`src/rtl/dgr_pkg.sv`:
```
// Shared constants, types and bit-position helpers for the DMA register bank.
// Assumes at most 12 channels: 8 in the low word group, 4 in the high group.
package dgr_pkg;
    localparam int unsigned DW        = 32;
    localparam int unsigned AW        = 5;
    localparam int          LOW_GROUP = 8;

    localparam logic [AW-1:0] A_CTL_LO  = 5'h00;
    localparam logic [AW-1:0] A_CTL_AUX = 5'h04;
    localparam logic [AW-1:0] A_IEN     = 5'h08;
    localparam logic [AW-1:0] A_CTL_HI  = 5'h0C;
    localparam logic [AW-1:0] A_STS_LO  = 5'h10;
    localparam logic [AW-1:0] A_STS_AUX = 5'h14;
    localparam logic [AW-1:0] A_STS_HI  = 5'h18;

    typedef struct packed {
        logic       dir;
        logic [1:0] mode;
    } chan_cfg_t;

    // True when a channel lives in the high register group.
    function automatic logic in_high(input int ch);
        return ch >= LOW_GROUP;
    endfunction

    // Lowest bit of the channel's 4-bit field in its control word.
    function automatic logic [4:0] cfg_lsb(input int ch);
        return 5'((ch < LOW_GROUP) ? 4 * ch : 4 * (ch - LOW_GROUP));
    endfunction

    // Position of the channel's enable in the enable word.
    function automatic logic [4:0] ien_bit(input int ch);
        return 5'((ch < LOW_GROUP) ? ch : ch + 8);
    endfunction

    // Position of the done flag in the channel's status word.
    function automatic logic [4:0] done_bit(input int ch);
        return 5'((ch < LOW_GROUP) ? ch : ch - LOW_GROUP);
    endfunction

    // Position of the error flag in the channel's status word.
    function automatic logic [4:0] err_bit(input int ch);
        return 5'((ch < LOW_GROUP) ? ch + 8 : ch);
    endfunction

    // Lowest bit of the live state field in the channel's status word.
    function automatic logic [4:0] state_lsb(input int ch);
        return 5'((ch < LOW_GROUP) ? 16 + 2 * ch : 16 + 2 * (ch - LOW_GROUP));
    endfunction
endpackage

```
`src/rtl/dgr_cfg_store.sv`:
```
// Holds the mode, direction and interrupt enable of every channel.
// Assumes word-addressed writes. Each channel picks its control word by group.
module dgr_cfg_store
    import dgr_pkg::*;
#(
    parameter int unsigned NUM_CH = 12
) (
    input  logic                   clk,
    input  logic                   rst_n,
    input  logic                   wr_en,
    input  logic [AW-1:0]          wr_addr,
    input  logic [DW-1:0]          wr_data,
    output chan_cfg_t [NUM_CH-1:0] cfg_q,
    output logic [NUM_CH-1:0]      ien_q
);
    for (genvar ch = 0; ch < NUM_CH; ch++) begin : g_ch
        localparam logic [AW-1:0] HOME = in_high(ch) ? A_CTL_HI : A_CTL_LO;
        chan_cfg_t cfg_r;
        logic      ien_r;

        // Capture this channel's mode and direction field on a write to its control word.
        always_ff @(posedge clk) begin
            if (!rst_n) begin
                cfg_r <= '0;
            end else if (wr_en && wr_addr == HOME) begin
                cfg_r <= wr_data[cfg_lsb(ch) +: 3];
            end
        end

        // Capture this channel's interrupt enable on a write to the enable word.
        always_ff @(posedge clk) begin
            if (!rst_n) begin
                ien_r <= 1'b0;
            end else if (wr_en && wr_addr == A_IEN) begin
                ien_r <= wr_data[ien_bit(ch)];
            end
        end

        assign cfg_q[ch] = cfg_r;
        assign ien_q[ch] = ien_r;
    end
endmodule

```
`src/rtl/dgr_flag_cell.sv`:
```
// Sticky done and error flags of one channel, cleared by writing 1.
// Assumes single-cycle pulses. A setting pulse wins over a clear in the same cycle.
module dgr_flag_cell (
    input  logic clk,
    input  logic rst_n,
    input  logic done_pulse,
    input  logic err_pulse,
    input  logic clr_done,
    input  logic clr_err,
    output logic done_q,
    output logic err_q
);
    // Done flag: set by completion or error, cleared by write-1 unless set in the same cycle.
    always_ff @(posedge clk) begin
        if (!rst_n) begin
            done_q <= 1'b0;
        end else if (done_pulse || err_pulse) begin
            done_q <= 1'b1;
        end else if (clr_done) begin
            done_q <= 1'b0;
        end
    end

    // Error flag: set by error, cleared by write-1 unless set in the same cycle.
    always_ff @(posedge clk) begin
        if (!rst_n) begin
            err_q <= 1'b0;
        end else if (err_pulse) begin
            err_q <= 1'b1;
        end else if (clr_err) begin
            err_q <= 1'b0;
        end
    end
endmodule

```
`src/rtl/dgr_read_mux.sv`:
```
// Assembles the readable words from channel state and selects one by address.
// Assumes combinational read. Unused bits and unknown offsets read zero.
module dgr_read_mux
    import dgr_pkg::*;
#(
    parameter int unsigned NUM_CH = 12
) (
    input  logic [AW-1:0]          rd_addr,
    input  chan_cfg_t [NUM_CH-1:0] cfg_i,
    input  logic [NUM_CH-1:0]      ien_i,
    input  logic [NUM_CH-1:0]      done_i,
    input  logic [NUM_CH-1:0]      err_i,
    input  logic [2*NUM_CH-1:0]    state_i,
    output logic [DW-1:0]          rd_data
);
    logic [DW-1:0] w_ctl_lo, w_ctl_hi, w_ien, w_sts_lo, w_sts_hi;

    // Place every channel's fields at its bit positions in its word group.
    always_comb begin
        w_ctl_lo = '0;
        w_ctl_hi = '0;
        w_ien    = '0;
        w_sts_lo = '0;
        w_sts_hi = '0;
        for (int ch = 0; ch < NUM_CH; ch++) begin
            w_ien[ien_bit(ch)] = ien_i[ch];
            if (in_high(ch)) begin
                w_ctl_hi[cfg_lsb(ch) +: 3]   = cfg_i[ch];
                w_sts_hi[done_bit(ch)]       = done_i[ch];
                w_sts_hi[err_bit(ch)]        = err_i[ch];
                w_sts_hi[state_lsb(ch) +: 2] = state_i[2*ch +: 2];
            end else begin
                w_ctl_lo[cfg_lsb(ch) +: 3]   = cfg_i[ch];
                w_sts_lo[done_bit(ch)]       = done_i[ch];
                w_sts_lo[err_bit(ch)]        = err_i[ch];
                w_sts_lo[state_lsb(ch) +: 2] = state_i[2*ch +: 2];
            end
        end
    end

    // Select the addressed word.
    always_comb begin
        case (rd_addr)
            A_CTL_LO: rd_data = w_ctl_lo;
            A_IEN:    rd_data = w_ien;
            A_CTL_HI: rd_data = w_ctl_hi;
            A_STS_LO: rd_data = w_sts_lo;
            A_STS_HI: rd_data = w_sts_hi;
            default:  rd_data = '0;
        endcase
    end
endmodule

```
`src/rtl/dma_global_regs.sv`:
```
// Shared control and interrupt register bank for a DMA controller of up to 12 channels.
// Assumes NUM_CH between 1 and 12, single-cycle channel pulses and a combinational read.
module dma_global_regs
    import dgr_pkg::*;
#(
    parameter int unsigned NUM_CH = 12
) (
    input  logic                clk,
    input  logic                rst_n,
    input  logic                reg_wen,
    input  logic [AW-1:0]       reg_addr,
    input  logic [DW-1:0]       reg_wdata,
    output logic [DW-1:0]       reg_rdata,
    input  logic [2*NUM_CH-1:0] ch_state_i,
    input  logic [NUM_CH-1:0]   ch_done_i,
    input  logic [NUM_CH-1:0]   ch_err_i,
    output logic [2*NUM_CH-1:0] ch_mode_o,
    output logic [NUM_CH-1:0]   ch_dir_o,
    output logic                irq_o
);
    chan_cfg_t [NUM_CH-1:0] cfg;
    logic [NUM_CH-1:0]      irq_en;
    logic [NUM_CH-1:0]      flag_done;
    logic [NUM_CH-1:0]      flag_err;
    logic [NUM_CH-1:0]      clr_done;
    logic [NUM_CH-1:0]      clr_err;

    dgr_cfg_store #(.NUM_CH(NUM_CH)) u_cfg (
        .clk     (clk),
        .rst_n   (rst_n),
        .wr_en   (reg_wen),
        .wr_addr (reg_addr),
        .wr_data (reg_wdata),
        .cfg_q   (cfg),
        .ien_q   (irq_en)
    );

    for (genvar ch = 0; ch < NUM_CH; ch++) begin : g_ch
        localparam logic [AW-1:0] STS_HOME = in_high(ch) ? A_STS_HI : A_STS_LO;

        assign clr_done[ch] = reg_wen && reg_addr == STS_HOME && reg_wdata[done_bit(ch)];
        assign clr_err[ch]  = reg_wen && reg_addr == STS_HOME && reg_wdata[err_bit(ch)];

        dgr_flag_cell u_flag (
            .clk        (clk),
            .rst_n      (rst_n),
            .done_pulse (ch_done_i[ch]),
            .err_pulse  (ch_err_i[ch]),
            .clr_done   (clr_done[ch]),
            .clr_err    (clr_err[ch]),
            .done_q     (flag_done[ch]),
            .err_q      (flag_err[ch])
        );

        assign ch_mode_o[2*ch +: 2] = cfg[ch].mode;
        assign ch_dir_o[ch]         = cfg[ch].dir;
    end

    dgr_read_mux #(.NUM_CH(NUM_CH)) u_rd (
        .rd_addr (reg_addr),
        .cfg_i   (cfg),
        .ien_i   (irq_en),
        .done_i  (flag_done),
        .err_i   (flag_err),
        .state_i (ch_state_i),
        .rd_data (reg_rdata)
    );

    assign irq_o = |(flag_done & irq_en);
endmodule

```
`config.mk`:
```
export PLATFORM = sky130hd
export DESIGN_NAME = dma_global_regs
export DESIGN_NICKNAME = d
export VERILOG_FILES = /design/src/rtl/dgr_pkg.sv /design/src/rtl/dgr_cfg_store.sv /design/src/rtl/dgr_flag_cell.sv /design/src/rtl/dgr_read_mux.sv /design/src/rtl/dma_global_regs.sv
export SDC_FILE = /design/constraint.sdc
export NUM_CORES = 1
export LEC_CHECK = 0
export BUFFER_PORTS_ARGS = -buffer_cell sky130_fd_sc_hd__buf_2
export CAP_MARGIN = 20
export CORE_UTILIZATION = 51
export CTS_CLUSTER_SIZE = 14
export DETAILED_ROUTE_END_ITERATION = 6
export PLACE_DENSITY = 0.93
export SLEW_MARGIN = 40
export SYNTH_ARGS = -nofsm -noshare
export SYNTH_HDL_FRONTEND = slang
export SYNTH_SLANG_ARGS = --single-unit
```
`constraint.sdc`:
```
create_clock -name clk -period 3.5 [get_ports clk]
set_input_delay 0.175 -clock clk [delete_from_list [all_inputs] [get_ports clk]]
set_output_delay 0.175 -clock clk [all_outputs]
set_load 0.02 [all_outputs]
```
==> results of run 1 <==
==> area by class of cell <==
cell class / count / area [um^2]
fillers: 520 / 1983
multi-input cells: 281 / 1888
flip-flops and latches: 72 / 1441
repair buffers: 159 / 814.5
clock buffers: 11 / 151.4
well taps: 77 / 96.34
clock inverters: 5 / 78.83
inverters: 11 / 41.29
==> metal layers <==
| metal | global-route usage, % | part of all wire (%) | up-vias |
|---|---|---|---|
| met2 | 49.08 | 48 | 155 |
| met5 | 0 | 0 | - |
| met3 | 6.809 | 7.4 | 20 |
| met1 | 35.66 | 43 | 1671 |
| li1 | - | - | 1714 |
| met4 | 9.861 | 1.5 | 0 |
==> state kept, by name, indices dropped and copies added, names as in the netlist <==
signal              flops
u_cfg.cfg_q            36
u_cfg.g_ch.ien_r       12
g_ch.u_flag.done_q     12
g_ch.u_flag.err_q      12
==> worst min-delay path by stage <==
| stage | slack, ns | start | to |
|---|---|---|---|
| floorplan | 0.28 | reg_wdata[0] | g_ch[0].u_flag.done_q |
| global placement | 0.38 | reg_wdata[7] | g_ch[7].u_flag.done_q |
| detailed placement | 0.38 | reg_wdata[7] | g_ch[7].u_flag.done_q |
| CTS | 0.007 | reg_wdata[7] | g_ch[7].u_flag.done_q |
| global route | 0.02 | reg_wdata[7] | g_ch[7].u_flag.done_q |
| finish | 0.02 | reg_wdata[7] | g_ch[7].u_flag.done_q |
==> through the flow <==
step / cells / util (%) / hold WS [ns] / instance area, um^2
after CTS: 616 / 69.31 / 0.007434 / 4502
after detailed placement: 600 / 65.77 / 0.3814 / 4272
after global placement: 600 / 65.77 / 0.3808 / 4272
after global routing: 616 / 69.47 / 0.01627 / 4512
after floorplan: 391 / - / 0.2756 / 3503
final: 616 / 69.47 / 0.01684 / 4512
==> cell usage in the layout, fill, tap and decap left out, types with 5 or more instances in the layout <==
cell	Yosys	final
buf_4	2	5
clkbuf_8	0	11
dfxtp_1	72	72
and3_1	12	12
inv_1	11	11
a221o_1	20	20
nor2_1	26	26
o31ai_1	12	12
buf_2	6	153
mux2i_1	60	60
o21ai_0	12	12
nand2_1	78	78
a22o_1	12	12
a31oi_1	22	22
==> kinds of logic (layout without fill, tap and decap cells) <==
| kind of cell | count (synthesis) | after routing |
|---|---|---|
| buffers and inverters | 38 | 186 |
| AOI/OAI and AO/OA | 85 | 85 |
| muxes | 60 | 60 |
| and+or+nand+nor | 136 | 136 |
| DFF | 72 | 72 |
==> report_power, final <==
part           total, W  internal (W)  switching (W)
Sequential     0.000860      0.000843      0.0000175
Clock          0.000746      0.000439       0.000307
Combinational  0.000189     0.0000796       0.000109
Total           0.00180       0.00136       0.000434
==> worst max-delay path: stages <==
cell	delay (ns)
buf_2	0.47
nor2b_1	0.42
and2_0	0.68
a221o_1	0.26
buf_2	0.16
==> flow_summary.toml, run 1 <==
[clock_tree]
cts.htree.levels = 3
cts.clk_slew.worst_paths_ns = 0.08
cts_setup_buffers = 0
cts_buffer_depth = 2
cts_tree = "done"
cts_made_buffers = 9
clkSinkCount = 72
insertion_delay_ns = 0.34
cts_resized = 0
clockRootBuffer = "clkbuf_8"
holdBufCountCts = 0

[critical_path]
cp-end-kind = "output port"
critPathRequiredTime_ns = 3.32
arrival_ns = 2.17
regToRegSetupSlack_ns = 2.70
r2r-start = "g_ch[9].u_flag.done_q"
crit_fanout = 24
r2r_cells = 2
startpoint_type = "input port"
cp-startpoint = "reg_addr[4]"
crit_type = "input port to output port"
r2r_end = "g_ch[9].u_flag.done_q"
endpoint = "reg_rdata[3]"

[sta]
finClkSkew_ns = 0
fmax_mhz = 426.4
hold_viol_final = 0
period_share_pct = 67.01
slew_violations = 0
slew_headroom_pct = 48.65
setup_violations = 0
setup_ws_ns = 1.155
tightest_slew_ns = 0.7685
finalSetupTns_ns = 0
rsz0062_at_grt = "false"
period_needed_ns = 2.345

[drt]
firstDrtPassIters = 7
post-route-drc-count = 14
antenna_left = 0
vias = 3560
drtIter0Drc = 178
viasPerCell = 5.779
wire_per_inst_um = 16.86
finalWirelength_mm = 10.39

[synth]
synth.largest_area_cell = "dfxtp_1"
synth_area_um2 = 3503
synth_area_leaders = "dfxtp_1 (41%), mux2i_1 (17%), nand2_1 (8.4%)"
ys_top_cells_by_count = "nand2_1 (78), dfxtp_1 (72), mux2i_1 (60)"
synth_mux_area_share_pct = 17.14
synth_top_cell_area_share_pct = 41.14
synth_top_family_by_area = "compound AO/OA/AOI/OAI gates"
yosys.area_share.adder_pct = 0
async_reset_ff_share_pct = 0
synth-compound-area-share_pct = 18.36
synth-xor-area-share_pct = 0
yosys_warnings = 0
synth-seq-area-share_pct = 41.14
ys_types = 34
yosys.cell_count.top_type = "nand2_1"
syn-num-nets = 479
ys_ff_latch = 72
synthSimpleGateAreaFrac_pct = 18.21
synth_flop_cell = "dfxtp_1"
synth_edf_count = 0
syn_area_per_cell_um2 = 8.960
synth_cells = 391

[placed_design]
pre_cts_slack_ns = 1.055
place.gp.congestion = 0.7828
place_hpwl_mm = 7.419
io_buffers = 153

[finish]
antenna_cells = 0
layout.nets = 622
area_growth_pct = 28.79
drive_above_1_share_pct = 33.95

[pwr]
power_density_nw_per_um2 = 397.9
finalPower_w = 0.001795
vdd_drop_max_mv = 0.3423
p_leak_nw = 2.494

[floorplan]
core_um2 = 6495
dieArea_um2 = 7205
die_h_um = 84.88
fp-row-count = 29
initial_core_util_pct = 53.94
pin_count = 157
die_width_um = 84.88

[hold_path]
hold_depth = 2
worstHoldPathType = "input port to register"

[grt]
antenna_found_initial = 0
grt_pass1_vias = 3380
grt_overflow = 0
grt_usage_pct = 28.72
grt_max_degree = 100
grt_pass1_wl_mm = 16.17

[outcome]
violations = "DRC"
outcome = "complete, but fails checks"

[run]
cap_violations = 0
(Power assumes the default switching activity.)
==> run 2, diff against run 1 <==
--- a/config.mk
+++ b/config.mk
@@ -7,10 +7,10 @@
 export LEC_CHECK = 0
 export BUFFER_PORTS_ARGS = -buffer_cell sky130_fd_sc_hd__buf_2
 export CAP_MARGIN = 20
-export CORE_UTILIZATION = 51
+export CORE_UTILIZATION = 43
 export CTS_CLUSTER_SIZE = 14
 export DETAILED_ROUTE_END_ITERATION = 6
-export PLACE_DENSITY = 0.93
+export PLACE_DENSITY = 0.84
 export SLEW_MARGIN = 40
 export SYNTH_ARGS = -nofsm -noshare
 export SYNTH_HDL_FRONTEND = slang
==> constraint.sdc (replaced) <==
create_clock -name clk -period 1.9 [get_ports clk]
set_input_delay 0.095 -clock clk [delete_from_list [all_inputs] [get_ports clk]]
set_output_delay 0.095 -clock clk [all_outputs]
set_load 0.02 [all_outputs]
==> run 2 against run 1 <==
  * First-iteration DRC count down 6.2%
  * Clock power up 130%
  * Utilization down 6.1 points
  * Worst setup slack worse by 0.92 ns
  * Largest cell class unchanged
  * The flow now finishes without violations
  * Total power up 110%
  * Global-route usage down 1.7 points
  * Sequential share of layout area down 2.8 points
==> flow_summary.toml, run 2 (synthesized netlist as in run 1, its figures left out) <==
[outcome]
outcome = "complete, no violations"

[critical_path]
slowest_delay_ns = 0.52
cp-end-kind = "output port"
crit_type = "input port to output port"
critPathSlowestCell = "or3b_2"
crit_chain = "buf_2, or3b_2, nor3b_2, buf_4, a221o_1, buf_2"
arrival_ns = 1.58
cp-startpoint = "reg_addr[3]"
crit_fanout = 10
critPathRequiredTime_ns = 1.80
startpoint_type = "input port"
r2r-start = "g_ch[7].u_flag.done_q"
r2r_cells = 2
path_common_cell = "buf_2"

[grt]
grt_pass1_wl_mm = 17.86
grt_max_degree = 100
grt_usage_pct = 27.00
antenna_found_initial = 0
grt_overflow = 0
grt_pass1_vias = 3697

[clock_tree]
cts_made_buffers = 9
cts.clk_slew.worst_paths_ns = 0.07
cts_tree = "done"
cts_buffer_depth = 2
cts_setup_buffers = 0
cts_resized = 0
cts.htree.levels = 3
clkSinkCount = 72
insertion_delay_ns = 0.34
clockRootBuffer = "clkbuf_8"

[sta]
setup_violations = 0
fmax_mhz = 598.8
period_needed_ns = 1.670
tightest_slew_ns = 0.5074
slew_violations = 0
period_share_pct = 87.90
slew_headroom_pct = 66.15
hold_viol_final = 0
finClkSkew_ns = 0
rsz0062_at_grt = "false"
finalSetupTns_ns = 0

[hold_path]
worstHoldPathType = "input port to register"
hp-start = "ch_err_i[1]"
hold_depth = 3

[drt]
vias = 3754
wire_per_inst_um = 16.81
drtIter0Drc = 167
post-route-drc-count = 0
finalWirelength_mm = 11.41
firstDrtPassIters = 5
viasPerCell = 5.529
antenna_left = 0

[finish]
layout_common_cells = "buf_2 (153), nand2_1 (78), dfxtp_1 (72), mux2i_1 (60), nor2_1 (26)"
antenna_cells = 0
layout.nets = 660
area_growth_pct = 41.18
largest_reg_flops = 36
final_core_util_pct = 63.35
final_common_cell = "buf_2"
drive_above_1_share_pct = 33.80

[floorplan]
initial_core_util_pct = 44.87
die_width_um = 92.26
die_h_um = 92.26
dieArea_um2 = 8512
fp-row-count = 32
pin_count = 157
core_um2 = 7807

[placed_design]
io_buffers = 153
place_hpwl_mm = 7.816
place.gp.congestion = 0.8280

[pwr]
vdd_drop_max_mv = 0.4621
p_leak_nw = 2.683
power_density_nw_per_um2 = 749.7

[run]
cap_violations = 0
run 2: cell types whose count changed in the layout (fill, tap and decap cells not counted):
| cell | before | now |
|---|---|---|
| buf_12 | 0 | 1 |
| nor3b_2 | 1 | 2 |
| bufinv_16 | 2 | 5 |
| nor3b_4 | 1 | 0 |
| clkinv_2 | 2 | 1 |
| clkinv_4 | 1 | 0 |
| buf_6 | 1 | 0 |
| dlygate4sd3_1 | 0 | 25 |
| buf_4 | 5 | 18 |
| clkbuf_1 | 0 | 1 |
| clkbuf_8 | 11 | 9 |
run 2: critical path: cells and delay by family:
kind / cells / cell delay (ns)
buffers and inverters: 3 / 0.60
AOI/OAI and AO/OA: 1 / 0.16
and+or+nand+nor: 2 / 0.71
run 2: area by class of cell:
cell class,count,area [um^2]
Sequential cell,72,1441
Timing Repair Buffer,197,1171
Tap cell,102,127.6
Clock inverter,6,155.1
Clock buffer,10,127.6
Multi-Input combinational cell,281,1882
Inverter,11,41.29
Fill cell,678,2861
run 2: layer usage:
layer	routed length, um	track usage [%]	vias up
li1	-	-	1794
met1	4853	31.82	1759
met2	5641	48.88	188
met3	795	3.980	13
met4	122	10.55	0
met5	0	0	-
run 2: worst paths after layout:
| path | to | slack, ns |
|---|---|---|
| min reg2reg | u_cfg.cfg_q[2] | 0.48 |
| min | g_ch[1].u_flag.err_q | 0.02 |
| max reg2reg | g_ch[7].u_flag.done_q | 1.12 |
| max | reg_rdata[4] | 0.23 |
run 2: stage by stage:
stage / setup WS [ns] / total power (W) / std cells / hold slack, ns / area [um^2]
5_1_grt: 0.1614 / 0.003836 / 679 / 0.02582 / 4946
4_1_cts: 0.2438 / 0.003721 / 678 / 0.001831 / 4936
3_3_place_gp: 0.2827 / 0.001963 / 638 / 0.2937 / 4413
3_5_place_dp: 0.2476 / 0.001977 / 638 / 0.3006 / 4413
2_1_floorplan: 0.3628 / 0.001795 / 391 / 0.1956 / 3503
6_report: 0.2299 / 0.003708 / 679 / 0.02382 / 4946
run 2: power by group:
| group | internal (W) | switching (W) | leakage (nW) |
|---|---|---|---|
| logic | 0.000190 | 0.000215 | 1.95 |
| clock network | 0.00114 | 0.000580 | 0.140 |
| registers | 0.00155 | 0.0000335 | 0.589 |
| total | 0.00288 | 0.000829 | 2.68 |
run 2: what timing repair did:
action                                  4_1_cts  5_1_grt
endpoints found under the hold margin        31        1
hold buffers                                 24        1
endpoints found under the setup margin        0        0
